===== config.mk =====
export PLATFORM = sky130hd
export DESIGN_NAME = dual_timer_unit
export DESIGN_NICKNAME = d
export VERILOG_FILES = /design/src/rtl/dtu_pkg.sv /design/src/rtl/dtu_sync.sv /design/src/rtl/dtu_channel.sv /design/src/rtl/dtu_ext_irq.sv /design/src/rtl/dual_timer_unit.sv
export SDC_FILE = /design/constraint.sdc
export NUM_CORES = 1
export LEC_CHECK = 0
export BUFFER_PORTS_ARGS = -buffer_cell sky130_fd_sc_hd__buf_2
export CORE_MARGIN = 2
export CORE_UTILIZATION = 53
export DETAILED_ROUTE_END_ITERATION = 12
export PLACE_DENSITY = 0.85
export SKIP_CTS_REPAIR_TIMING = 1
export SLEW_MARGIN = 20
export SYNTH_ARGS = -nofsm -noshare
export SYNTH_HDL_FRONTEND = slang
export SYNTH_SLANG_ARGS = --single-unit

===== constraint.sdc =====
create_clock -name clk_i -period 1.8 [get_ports clk_i]
set_clock_uncertainty 0.1 [all_clocks]
set_input_delay 0.27 -clock clk_i [delete_from_list [all_inputs] [get_ports clk_i]]
set_output_delay 0.27 -clock clk_i [all_outputs]
set_load 0.05 [all_outputs]

===== src/rtl/dtu_pkg.sv =====
package dtu_pkg;
  localparam int unsigned N_CH = 2;
  localparam logic [7:0] ADDR_CTRL = 8'h88;
  localparam logic [7:0] ADDR_MODE = 8'h89;
  localparam logic [7:0] ADDR_LO_BASE = 8'h8A;
  localparam logic [7:0] ADDR_HI_BASE = 8'h8C;

  typedef struct packed {
    logic       gate;
    logic       src;
    logic [1:0] mode;
  } ch_mode_t;
endpackage


===== src/rtl/dtu_sync.sv =====
module dtu_sync #(
  parameter int unsigned N = 1,
  parameter int unsigned STAGES = 2,
  parameter logic RST_VAL = 1'b1
) (
  input  logic         clk_i,
  input  logic         rst_ni,
  input  logic [N-1:0] d_i,
  output logic [N-1:0] q_o
);
  logic [STAGES-1:0][N-1:0] q;

  always_ff @(posedge clk_i or negedge rst_ni) begin
    if (!rst_ni) q <= {(STAGES*N){RST_VAL}};
    else         q <= {q[STAGES-2:0], d_i};
  end

  assign q_o = q[STAGES-1];
endmodule


===== src/rtl/dtu_channel.sv =====
module dtu_channel #(
  parameter int unsigned CNT_W = 16
) (
  input  logic             clk_i,
  input  logic             rst_ni,
  input  logic             run_i,
  input  logic             gate_i,
  input  logic             src_i,
  input  logic             cnt_s_i,
  input  logic             gate_s_i,
  input  logic             lo_we_i,
  input  logic             hi_we_i,
  input  logic [7:0]       wdata_i,
  input  logic             flag_we_i,
  input  logic             flag_wv_i,
  input  logic             ack_i,
  output logic [CNT_W-1:0] cnt_o,
  output logic             inc_o,
  output logic             flag_o
);
  localparam int unsigned HALF = CNT_W / 2;
  localparam logic [CNT_W-1:0] CNT_MAX = '1;

  logic             cnt_prev;
  logic             evt;
  logic             enabled;
  logic [CNT_W-1:0] cnt_q;
  logic             flag_q;

  assign evt     = src_i ? (cnt_prev & ~cnt_s_i) : 1'b1;
  assign enabled = run_i & (~gate_i | gate_s_i);
  // CPU byte write suppresses the whole increment
  assign inc_o   = enabled & evt & ~(lo_we_i | hi_we_i);

  always_ff @(posedge clk_i or negedge rst_ni) begin
    if (!rst_ni) cnt_prev <= 1'b1;
    else         cnt_prev <= cnt_s_i;
  end

  always_ff @(posedge clk_i or negedge rst_ni) begin
    if (!rst_ni) begin
      cnt_q <= '0;
    end else if (lo_we_i || hi_we_i) begin
      if (lo_we_i) cnt_q[HALF-1:0]     <= wdata_i[HALF-1:0];
      if (hi_we_i) cnt_q[CNT_W-1:HALF] <= wdata_i[HALF-1:0];
    end else if (inc_o) begin
      cnt_q <= cnt_q + 1'b1;
    end
  end

  always_ff @(posedge clk_i or negedge rst_ni) begin
    if (!rst_ni)                          flag_q <= 1'b0;
    else if (inc_o && cnt_q == CNT_MAX)   flag_q <= 1'b1;
    else if (ack_i)                       flag_q <= 1'b0;
    else if (flag_we_i)                   flag_q <= flag_wv_i;
  end

  assign cnt_o  = cnt_q;
  assign flag_o = flag_q;
endmodule


===== src/rtl/dtu_ext_irq.sv =====
module dtu_ext_irq (
  input  logic clk_i,
  input  logic rst_ni,
  input  logic pin_s_i,
  input  logic edge_mode_i,
  input  logic sw_we_i,
  input  logic sw_wv_i,
  input  logic ack_i,
  output logic flag_o
);
  logic prev_q;
  logic flag_q;
  logic fall;

  assign fall = prev_q & ~pin_s_i;

  always_ff @(posedge clk_i or negedge rst_ni) begin
    if (!rst_ni) prev_q <= 1'b1;
    else         prev_q <= pin_s_i;
  end

  always_ff @(posedge clk_i or negedge rst_ni) begin
    if (!rst_ni)          flag_q <= 1'b0;
    else if (!edge_mode_i) flag_q <= ~pin_s_i;  // level: tracks pin, not latched
    else if (fall)        flag_q <= 1'b1;
    else if (ack_i)       flag_q <= 1'b0;
    else if (sw_we_i)     flag_q <= sw_wv_i;
  end

  assign flag_o = flag_q;
endmodule


===== src/rtl/dual_timer_unit.sv =====
module dual_timer_unit
  import dtu_pkg::*;
#(
  parameter int unsigned CNT_W = 16
) (
  input  logic            clk_i,
  input  logic            rst_ni,
  input  logic [7:0]      sfr_addr_i,
  input  logic            sfr_wr_i,
  input  logic [7:0]      sfr_wdata_i,
  input  logic            sfr_bit_wr_i,
  input  logic [2:0]      sfr_bit_sel_i,
  input  logic            sfr_bit_val_i,
  output logic [7:0]      sfr_rdata_o,
  input  logic [N_CH-1:0] cnt_pin_i,
  input  logic [N_CH-1:0] irq_pin_i,
  input  logic [N_CH-1:0] tmr_ack_i,
  input  logic [N_CH-1:0] ext_ack_i,
  output logic [N_CH-1:0] tmr_flag_o,
  output logic [N_CH-1:0] ext_flag_o
);
  localparam int unsigned HALF = CNT_W / 2;

  logic [N_CH-1:0]            cnt_s, irq_s;
  logic [7:0]                 ctrl_mask, ctrl_wv, ctrl_rd;
  logic [N_CH-1:0][3:0]       mode_q;
  ch_mode_t [N_CH-1:0]        ch_mode;
  logic [N_CH-1:0]            run_q, emode_q;
  logic [N_CH-1:0]            lo_we, hi_we, inc;
  logic [N_CH-1:0]            tf_we, tf_wv, ie_we, ie_wv;
  logic [N_CH-1:0][CNT_W-1:0] cnt_val;
  logic                       ctrl_byte_wr, mode_wr;

  dtu_sync #(.N(N_CH), .STAGES(2), .RST_VAL(1'b1)) u_sync_cnt (
    .clk_i(clk_i), .rst_ni(rst_ni), .d_i(cnt_pin_i), .q_o(cnt_s)
  );
  dtu_sync #(.N(N_CH), .STAGES(2), .RST_VAL(1'b1)) u_sync_irq (
    .clk_i(clk_i), .rst_ni(rst_ni), .d_i(irq_pin_i), .q_o(irq_s)
  );

  assign ctrl_byte_wr = sfr_wr_i && (sfr_addr_i == ADDR_CTRL);
  assign mode_wr      = sfr_wr_i && (sfr_addr_i == ADDR_MODE);

  // byte write has priority over a bit write in the same cycle
  always_comb begin
    ctrl_mask = '0;
    ctrl_wv   = '0;
    if (ctrl_byte_wr) begin
      ctrl_mask = '1;
      ctrl_wv   = sfr_wdata_i;
    end else if (sfr_bit_wr_i) begin
      ctrl_mask = 8'(1) << sfr_bit_sel_i;
      ctrl_wv   = {8{sfr_bit_val_i}};
    end
  end

  always_ff @(posedge clk_i or negedge rst_ni) begin
    if (!rst_ni)      mode_q <= '0;
    else if (mode_wr) mode_q <= sfr_wdata_i;
  end

  for (genvar c = 0; c < N_CH; c++) begin : g_ch
    localparam int unsigned RUN_B = 4 + 2 * c;
    localparam int unsigned TF_B  = 5 + 2 * c;
    localparam int unsigned IT_B  = 2 * c;
    localparam int unsigned IE_B  = 2 * c + 1;

    assign ch_mode[c] = mode_q[c];
    assign lo_we[c]   = sfr_wr_i && (sfr_addr_i == ADDR_LO_BASE + 8'(c));
    assign hi_we[c]   = sfr_wr_i && (sfr_addr_i == ADDR_HI_BASE + 8'(c));
    assign tf_we[c]   = ctrl_mask[TF_B];
    assign tf_wv[c]   = ctrl_wv[TF_B];
    assign ie_we[c]   = ctrl_mask[IE_B];
    assign ie_wv[c]   = ctrl_wv[IE_B];

    always_ff @(posedge clk_i or negedge rst_ni) begin
      if (!rst_ni) begin
        run_q[c]   <= 1'b0;
        emode_q[c] <= 1'b0;
      end else begin
        if (ctrl_mask[RUN_B]) run_q[c]   <= ctrl_wv[RUN_B];
        if (ctrl_mask[IT_B])  emode_q[c] <= ctrl_wv[IT_B];
      end
    end

    dtu_channel #(.CNT_W(CNT_W)) u_chan (
      .clk_i    (clk_i),
      .rst_ni   (rst_ni),
      .run_i    (run_q[c]),
      .gate_i   (ch_mode[c].gate),
      .src_i    (ch_mode[c].src),
      .cnt_s_i  (cnt_s[c]),
      .gate_s_i (irq_s[c]),
      .lo_we_i  (lo_we[c]),
      .hi_we_i  (hi_we[c]),
      .wdata_i  (sfr_wdata_i),
      .flag_we_i(tf_we[c]),
      .flag_wv_i(tf_wv[c]),
      .ack_i    (tmr_ack_i[c]),
      .cnt_o    (cnt_val[c]),
      .inc_o    (inc[c]),
      .flag_o   (tmr_flag_o[c])
    );

    dtu_ext_irq u_ext (
      .clk_i      (clk_i),
      .rst_ni     (rst_ni),
      .pin_s_i    (irq_s[c]),
      .edge_mode_i(emode_q[c]),
      .sw_we_i    (ie_we[c]),
      .sw_wv_i    (ie_wv[c]),
      .ack_i      (ext_ack_i[c]),
      .flag_o     (ext_flag_o[c])
    );
  end

  always_comb begin
    ctrl_rd = '0;
    for (int c = 0; c < N_CH; c++) begin
      ctrl_rd[4 + 2*c] = run_q[c];
      ctrl_rd[5 + 2*c] = tmr_flag_o[c];
      ctrl_rd[2*c]     = emode_q[c];
      ctrl_rd[2*c + 1] = ext_flag_o[c];
    end
  end

  always_comb begin
    sfr_rdata_o = '0;
    if (sfr_addr_i == ADDR_CTRL) sfr_rdata_o = ctrl_rd;
    if (sfr_addr_i == ADDR_MODE) sfr_rdata_o = mode_q;
    for (int c = 0; c < N_CH; c++) begin
      if (sfr_addr_i == ADDR_LO_BASE + 8'(c)) sfr_rdata_o = cnt_val[c][HALF-1:0];
      if (sfr_addr_i == ADDR_HI_BASE + 8'(c)) sfr_rdata_o = cnt_val[c][CNT_W-1:HALF];
    end
  end
endmodule


==> run metrics <==
post-place instance area=5010 µm²; gr ovfl total=0; min-delay worst type=input pin to register; ANT nets after route=0; sequential share of the synthesized area=38.5%; fin util=83.3%; Core Area=7210 µm²; vias in the first global route=4130; commonest non-fill, non-tap cell in the layout=buf_4; Avg WL per Cell=25.1 µm; first-pass GRT wire length=20.8 mm; Syn Nets=467; final wirelength=17.0 mm; Setup-failing EPs final=32; Final WS setup=-341 ps; Fin Hold WS=8.39 ps; Rows=31; Max-slew headroom=68.5%; CP max-delay cell=dfrtp_1; fraction of registers with async set/reset=100%; Pre-antenna DRT Iters=5; die footprint=8130 µm²; Synth Instances=433; Yosys reg bits=60; RSZ-0062 raised after global routing=yes; Max Transition Viols Final=0; Crit path max-delay family=flip-flops; CTS tree=done; cts bufs inserted=9; initial antenna violation count=0; CP arrival=1770 ps; Nets=607; CP required=1430 ps; CP max FO=2; Unique masters post-synth=62; routability cong.=0.953; reg-to-reg endpoint=g_ch[0].u_chan.cnt_o[1]; CTS Root Cell=clkbuf_8; Starting Density=54.5%; setup TNS=-5130 ps; R2R setup slack=-200 ps; CTS max path bufs=2; worst slack at placement=-374 ps; fraction of layout cells with a size suffix above 1=50.0%; Layout Area Growth over Synthesis=52.7%; max-cap violations=0; Vias per Instance=7.18; post-route cell area=6010 µm²; Clock Latency Late Sink=370 ps; number of synthesized flops with an enable pin=0; CP Buf/Inv Count=2; Tmin final=2140 ps; hold path depth=2; worst r2r src=u_sync_irq.q_o[0]; top_reg_cell synth=dfrtp_1; Leakage Power=0.00256 µW; worst-margin pin slew=471 ps; status=complete, but fails checks; GRT Overall Usage=32.2%; Worst Min Path Start=tmr_ack_i[1]; Syn Area/Cell=9.08 µm²; Ys Warns=0; htree depth=3; port bufs=43; Worst path max stage delay=430 ps; IO Pins=44; hold worst-path end=g_ch[1].u_chan.flag_o; width of the die=90.2 µm; Die Height=90.2 µm; DPL Wire Length=8.87 mm; clock sinks=60; Startpoint Class=register; largest net degree at the start of global routing=61; Hold Vio Cnt, Final=0; cells on worst reg2reg path=6; CP Capture Type=primary output; worst vdd ir=0.643 mV; detailed-route via count=4862; max reg flops=32; CP Cell Sequence=mux2_2 -> o22ai_2 -> a2bb2oi_2 -> buf_4 -> o21ai_4 -> buf_6; Tcrit/Tclk final=119%; Max Freq=467 MHz; drt initial violations=714; failing checks=setup timing; ANT cells=0; Setup CP Type=register to primary output; commonest cells after routing, fill and taps aside=buf_4, dfrtp_1, nand2_1; DR DRC count=0; Netlist Area Pre-Place=3930 µm²; Pwr Density=950 nW/µm²; Clk pin slew, worst setup/hold paths=90 ps
==> worst max-delay path by stage <==
stage	cells past startpoint	slack, ps	from	endpoint
floorplan	4	-100	sfr_addr_i[6]	ch_mode[0]
global placement	8	-310	sfr_addr_i[5]	g_ch[0].u_ext.flag_o
detailed placement	8	-370	sfr_addr_i[5]	g_ch[0].u_ext.flag_o
CTS	7	-430	g_ch[0].u_chan.cnt_o[1]	sfr_rdata_o[1]
global route	9	-420	sfr_addr_i[1]	sfr_rdata_o[0]
finish	6	-340	g_ch[0].u_chan.cnt_o[2]	sfr_rdata_o[2]
==> stage by stage <==
stage,std cells,power (µW)
final,677,5710
after global routing,677,5870
after CTS,646,4680
after detailed placement,630,3550
after global placement,630,3460
after floorplan,433,2850
==> cell usage after synthesis (all sizes together), types with 6 or more instances <==
| master | number | area, µm² |
|---|---|---|
| dfstp | 12 | 315 |
| nand2 | 42 | 165 |
| mux2 | 14 | 158 |
| a21oi | 29 | 145 |
| dfrtp | 48 | 1200 |
| nand3 | 14 | 70.1 |
| nand2b | 6 | 37.5 |
| nor2b | 10 | 62.6 |
| inv | 7 | 26.3 |
| clkbuf | 6 | 23.8 |
| nand4 | 9 | 56.3 |
| o22ai | 7 | 43.8 |
| a31oi | 12 | 75.1 |
| nor2 | 38 | 143 |
| buf | 20 | 124 |
| a21o | 6 | 45.0 |
| mux2i | 15 | 150 |
| o21ai | 44 | 228 |
| o22a | 13 | 114 |
==> per-layer routing <==
metal	wire [µm]	vias up	track usage, %
met2	7550	508	50.7
met4	1460	0	15.1
met1	5860	2288	43.0
met3	2120	159	6.29
met5	0	-	0
li1	-	1907	-
==> power by group <==
group / internal (µW) / leakage, µW / switching [µW]
clock: 512 / 0.0000795 / 675
sequential: 1620 / 0.000731 / 367
combinational: 1250 / 0.00175 / 1290
==> cell families (layout without fill, tap and decap cells) <==
family                     Yosys count  count (layout)  synth area share [%]
DFF                                 60              60                  38.5
buffers and inverters               33             178                  4.42
adders and majority gates            2               2                 0.636
xor gates and xnor gates             1               1                 0.223
AOI/OAI and AO/OA                  149             149                  25.9
muxes                               29              29                  7.82
and+or+nand+nor                    159             159                  22.5
==> layout make-up <==
class                           instances  area (µm²)
Inverter                                7        26.3
Multi-Input combinational cell        340        2840
Clock buffer                           10         128
Fill cell                             335        1210
Clock inverter                          6        48.8
Sequential cell                        60        1520
Timing Repair Buffer                  155        1320
Tap cell                               99         124
(Power assumes the default switching activity.)
